### src/rtl/pfbrk_pkg.sv
package pfbrk_pkg;
  localparam int PF_ADDR_W  = 24;
  localparam int PF_DATA_W  = 8;
  localparam int PF_SHORT_W = 16;
  localparam int PF_BYTES   = PF_ADDR_W / PF_DATA_W;
  localparam int PF_SEL_W   = $clog2(PF_BYTES + 1);
  localparam int PF_FLAG_BIT = PF_DATA_W - 1;

  typedef struct packed {
    logic [PF_BYTES-1:0] byteWr;
    logic                fetchArm;
  } pfStrobe_t;
endpackage

### src/rtl/pfbrk_ctrl.sv
module pfbrk_ctrl
  import pfbrk_pkg::*;
(
  input  logic                 clk,
  input  logic                 rstN,
  input  logic [PF_SEL_W-1:0]  regSel,
  input  logic                 regWr,
  input  logic [PF_DATA_W-1:0] regWdata,
  input  logic                 fetchValid,
  input  logic                 excAck,
  input  logic                 addrHit,
  output pfStrobe_t            strobe,
  output logic                 enable,
  output logic                 matchFlag,
  output logic [PF_DATA_W-1:0] statusByte,
  output logic                 breakReq
);
  logic ctrlWr;

  assign ctrlWr = regWr && (regSel == '0);

  for (genvar k = 0; k < PF_BYTES; k++) begin : g_sel
    assign strobe.byteWr[k] = regWr && (regSel == PF_SEL_W'(k + 1));
  end

  assign strobe.fetchArm = fetchValid && enable;

  always_ff @(posedge clk or negedge rstN) begin
    if (!rstN) begin
      enable <= 1'b0;
    end else if (ctrlWr) begin
      enable <= regWdata[0];
    end
  end

  always_ff @(posedge clk or negedge rstN) begin
    if (!rstN) begin
      matchFlag <= 1'b0;
    end else if (addrHit) begin
      matchFlag <= 1'b1;
    end else if (excAck) begin
      matchFlag <= 1'b0;
    end
  end

  always_comb begin
    statusByte              = '0;
    statusByte[PF_FLAG_BIT] = matchFlag;
    statusByte[0]           = enable;
  end

  assign breakReq = matchFlag && enable;
endmodule

### src/rtl/pfbrk_dpath.sv
module pfbrk_dpath
  import pfbrk_pkg::*;
(
  input  logic                 clk,
  input  logic                 rstN,
  input  pfStrobe_t            strobe,
  input  logic [PF_SEL_W-1:0]  regSel,
  input  logic [PF_DATA_W-1:0] regWdata,
  input  logic [PF_ADDR_W-1:0] fetchAddr,
  input  logic                 advMode,
  output logic                 addrHit,
  output logic [PF_DATA_W-1:0] addrRdata
);
  localparam logic [PF_ADDR_W-1:0] FULL_MASK  = '1;
  localparam logic [PF_ADDR_W-1:0] SHORT_MASK =
    {{(PF_ADDR_W - PF_SHORT_W){1'b0}}, {PF_SHORT_W{1'b1}}};

  logic [PF_DATA_W-1:0] bytes [PF_BYTES];
  logic [PF_ADDR_W-1:0] breakAddr;
  logic [PF_ADDR_W-1:0] cmpMask;

  for (genvar k = 0; k < PF_BYTES; k++) begin : g_byte
    localparam int HI = PF_ADDR_W - 1 - k * PF_DATA_W;
    always_ff @(posedge clk or negedge rstN) begin
      if (!rstN) begin
        bytes[k] <= '0;
      end else if (strobe.byteWr[k]) begin
        bytes[k] <= regWdata;
      end
    end
    assign breakAddr[HI -: PF_DATA_W] = bytes[k];
  end

  assign cmpMask = advMode ? FULL_MASK : SHORT_MASK;
  assign addrHit = strobe.fetchArm && (((fetchAddr ^ breakAddr) & cmpMask) == '0);

  always_comb begin
    addrRdata = '0;
    for (int k = 0; k < PF_BYTES; k++) begin
      if (regSel == PF_SEL_W'(k + 1)) addrRdata = bytes[k];
    end
  end
endmodule

### src/rtl/pfbrk_top.sv
module pfbrk_top
  import pfbrk_pkg::*;
(
  input  logic                 clk,
  input  logic                 rstN,
  input  logic [PF_SEL_W-1:0]  regSel,
  input  logic                 regWr,
  input  logic [PF_DATA_W-1:0] regWdata,
  output logic [PF_DATA_W-1:0] regRdata,
  input  logic                 fetchValid,
  input  logic [PF_ADDR_W-1:0] fetchAddr,
  input  logic                 advMode,
  input  logic                 excAck,
  output logic                 breakReq
);
  pfStrobe_t            strobe;
  logic                 enable;
  logic                 matchFlag;
  logic                 addrHit;
  logic [PF_DATA_W-1:0] statusByte;
  logic [PF_DATA_W-1:0] addrRdata;

  pfbrk_ctrl i_ctrl (
    .clk(clk), .rstN(rstN), .regSel(regSel), .regWr(regWr), .regWdata(regWdata),
    .fetchValid(fetchValid), .excAck(excAck), .addrHit(addrHit), .strobe(strobe),
    .enable(enable), .matchFlag(matchFlag), .statusByte(statusByte), .breakReq(breakReq)
  );

  pfbrk_dpath i_dpath (
    .clk(clk), .rstN(rstN), .strobe(strobe), .regSel(regSel), .regWdata(regWdata),
    .fetchAddr(fetchAddr), .advMode(advMode), .addrHit(addrHit), .addrRdata(addrRdata)
  );

  assign regRdata = (regSel == '0) ? statusByte : addrRdata;
endmodule

### config.mk
export PLATFORM = sky130hd
export DESIGN_NAME = pfbrk_top
export DESIGN_NICKNAME = d
export VERILOG_FILES = /design/src/rtl/pfbrk_pkg.sv /design/src/rtl/pfbrk_ctrl.sv /design/src/rtl/pfbrk_dpath.sv /design/src/rtl/pfbrk_top.sv
export SDC_FILE = /design/constraint.sdc
export NUM_CORES = 1
export LEC_CHECK = 0
export BUFFER_PORTS_ARGS = -buffer_cell sky130_fd_sc_hd__buf_2
export CORE_MARGIN = 4
export CORE_UTILIZATION = 30
export DETAILED_ROUTE_END_ITERATION = 6
export PLACE_DENSITY = 0.6
export SETUP_SLACK_MARGIN = 0.15
export SLEW_MARGIN = 20
export SYNTH_ARGS = -nofsm -noshare
export SYNTH_HDL_FRONTEND = slang
export SYNTH_HIERARCHICAL = 1
export SYNTH_SLANG_ARGS = --single-unit
### constraint.sdc
create_clock -name clk -period 1.2 [get_ports clk]
set_clock_uncertainty 0.1 [all_clocks]
set_input_delay 0 -clock clk [delete_from_list [all_inputs] [get_ports clk]]
set_output_delay 0 -clock clk [all_outputs]
set_load 0.05 [all_outputs]
==> results by group <==
Status
  • Failing checks: negative setup slack
  • Status: finished with violations

Logic synthesis
  • Share of flip-flops with an asynchronous set or reset: 100%
  • Synthesized flop and latch total: 26
  • Yosys top cell area share: 40.0%
  • Largest area contributor in the netlist: dfrtp_1
  • Yosys warns: 6
  • Mapped Area: 0.00163 sq mm
  • Seq/Total Area, Yosys: 40.0%
  • Post-synth EDFFs: 0
  • Synth unique cells: 23
  • Synth area leaders: dfrtp_1 40%, mux2_2 28%, xnor2_1 13%, a22o_1 4.3%, buf_4 3.7%
  • Ys flop type: dfrtp_1
  • Post-Syn Instances: 134
  • Avg Cell Area, Syn: 12.1 sq um

Global routing
  • Total GRT Usage: 12.8%
  • Antenna violations before repair: 0
  • Largest net degree at the start of global routing: 27
  • Vias in the first global route: 1345
  • First-pass GRT wire length: 6470 um
  • GRT overflow: 0

Setup path
  • Top Family by Delay on Critical Path: multiplexers
  • Crit Path Category: reg -> out
  • Worst r2r src: i_dpath/breakAddr[5]
  • Critical path's slowest cell: dfrtp_1
  • Reg-to-reg slack, setup: -0.38 ns
  • Slowest stage delay, CP: 0.40 ns
  • Worst-path fanout max: 2
  • CP startpoint kind: flop
  • CP Capture Type: primary output
  • FF-to-FF End: i_ctrl/matchFlag
  • Crit path buf inv count: 1
  • Crit path cell chain: mux2_4 -> a22o_1 -> mux2_4 -> buf_6
  • Cell repeated most along the worst path: mux2_4
  • CP required: 1.10 ns
  • Crit path DAT: 1.56 ns
  • R2R cell count: 6

Layout
  • Final Instance Area: 0.00245 sq mm
  • Diodes inserted: 0
  • Area Overhead vs Synth: 50.7%
  • Ratio of cells with drive above 1 in the final layout: 62.3%
  • Post-Route Utilization: 47.4%
  • NumNets Final: 253

Clock tree
  • Num CTS Buffers: 3
  • TritonCTS clock tree: yes
  • CTS Root Cell: clkbuf_8
  • CTS sink count: 26
  • Clock Path Buffers: 2
  • H-tree depth: 1
  • Clock-pin slew on the worst setup and hold paths: 0.09 ns
  • Skew-Pair Late Insertion Delay: 0.26 ns

Timing
  • Least-Margin Pin Slew: 0.554 ns
  • Setup WS post-layout: -0.457 ns
  • Endpoints failing hold: 0
  • Relative slew slack: 63.0%
  • Min cycle time layout: 1.66 ns
  • Finish-stage setup viols: 9
  • Max Slew Vio Count: 0
  • RSZ-0062 raised after global routing: true
  • FMAX: 0.604 GHz
  • Tcrit/Tclk final: 138%

Route
  • DR vias: 1231
  • Final ANT Viol Nets: 0
  • 1st-pass router iterations: 4
  • WL final: 4040 um
  • Routed len/inst: 14.3 um
  • Starting DRT DRC Count: 60
  • Residual DRC: 0
  • Via density: 4.37

Worst hold path
  • Hold Path Origin: fetchValid
  • Worst hold path type: in -> reg
  • Worst Hold End: i_ctrl/matchFlag
  • Cells on Worst Hold Path: 4

Die
  • Die Area: 0.00666 sq mm
  • Die Wd: 81.6 um
  • Ports: 49
  • Row count: 26
  • Die Span Y: 81.6 um
  • Initial core utilization: 31.4%
  • Core area: 0.00517 sq mm

Place
  • Place WS: -0.307 ns
  • Routability congestion estimate: 0.765
  • Port-buffer cells: 48
  • Detail Placement HPWL: 3090 um
  • DP Area: 0.00204 sq mm

Power
  • Maximum vdd drop: 0.596 mV
  • Cell Pwr Density: 1250 mW/mm^2
  • Pleak: 1.15 nW

Job
  • Max-cap violations: 0
-- cell usage in the layout, fill, tap and decap left out, drive strengths merged, types with 2 or more instances in the layout --
master / count
and2: 2
dfrtp: 26
nor2: 2
dlygate4sd3: 10
a22o: 8
conb: 6
xnor2: 24
clkbuf: 4
mux2: 41
buf: 73
nand4: 5
-- cells in the mapped netlist (all sizes together), types with 2 or more instances --
library cell	instances
a22o	8
and2	2
buf	14
dfrtp	26
mux2	41
nand4	5
nor2	2
xnor2	24
-- worst reg2reg max path, stage by stage, from the launching register on --
cell     delay, ns
dfrtp_1       0.39
buf_4         0.15
xnor2_2       0.14
nand4_1       0.17
nor4_2        0.27
and4_1        0.22
a21o_1        0.09
-- layout make-up --
cell class              instances  area (sq um)
repair buffers                 83           624
inverters                       1          3.75
clock buffers                   4          55.1
fillers                       466          2720
well taps                      70          87.6
multi-input cells              98          1030
flip-flops and latches         26           651
-- sequential cells by signal, summed over array words and instances (netlist names) --
signal / flops
i_ctrl/enable: 1
i_ctrl/matchFlag: 1
i_dpath/breakAddr: 24
-- per-stage QoR --
stage | hold slack [ns] | total power, mW | std cells | TNS, ns
floorplan | -0.396 | 1.94 | 139 | -0.516
global placement | -0.0855 | 2.20 | 253 | -2.36
detailed placement | -0.0864 | 2.21 | 253 | -2.42
CTS | 0.118 | 3.02 | 281 | -3.93
global route | 0.115 | 3.25 | 282 | -4.42
finish | 0.110 | 3.05 | 282 | -3.86
-- report_power, final --
part / leakage, nW / internal (mW) / switching (mW)
Sequential: 0.310 / 1.04 / 0.119
Combinational: 0.808 / 0.794 / 0.552
Clock: 0.0288 / 0.293 / 0.261
Total: 1.15 / 2.12 / 0.932
-- logic make-up after synthesis --
kind of cell / after synthesis / synth area share (%)
xor gates and xnor gates: 24 / 12.9
AOI/OAI and AO/OA: 10 / 5.08
buffers and inverters: 15 / 5.77
DFF: 26 / 40.0
muxes: 41 / 28.6
other: 1 / 0.231
and+or+nand+nor: 17 / 7.31
-- layer usage --
layer  GRT usage [%]  routed length [um]  part of all wire, %  up-vias
met2            23.4                2070                   51       29
met4            3.49                  29                 0.72        0
met3            1.32                 184                  4.6        2
met5               0                   0                    0        -
li1                -                   -                    -      616
met1            15.9                1760                   44      584
-- how the worst max path moves through the flow --
stage                                startpoint                to  slack [ns]  cells after the start
final                     i_dpath/breakAddr[14]       regRdata[6]       -0.46                      4
after global routing      i_dpath/breakAddr[11]       regRdata[3]       -0.53                      4
after CTS                 i_dpath/breakAddr[11]       regRdata[3]       -0.46                      4
after detailed placement   i_dpath/breakAddr[1]  i_ctrl/matchFlag       -0.31                      5
after global placement     i_dpath/breakAddr[1]  i_ctrl/matchFlag       -0.32                      5
after floorplan           i_dpath/breakAddr[14]       regRdata[6]       -0.08                      3
-- timing repair --
action | in CTS | in global routing
hold endpoints to repair | 52 | 0
setup endpoints to repair | 10 | 10
gates resized for setup | 24 | 8
pin swaps | 1 | 6
hold buffers | 10 | 0
buffers inserted | 14 | 1
(Power assumes the default switching activity.)
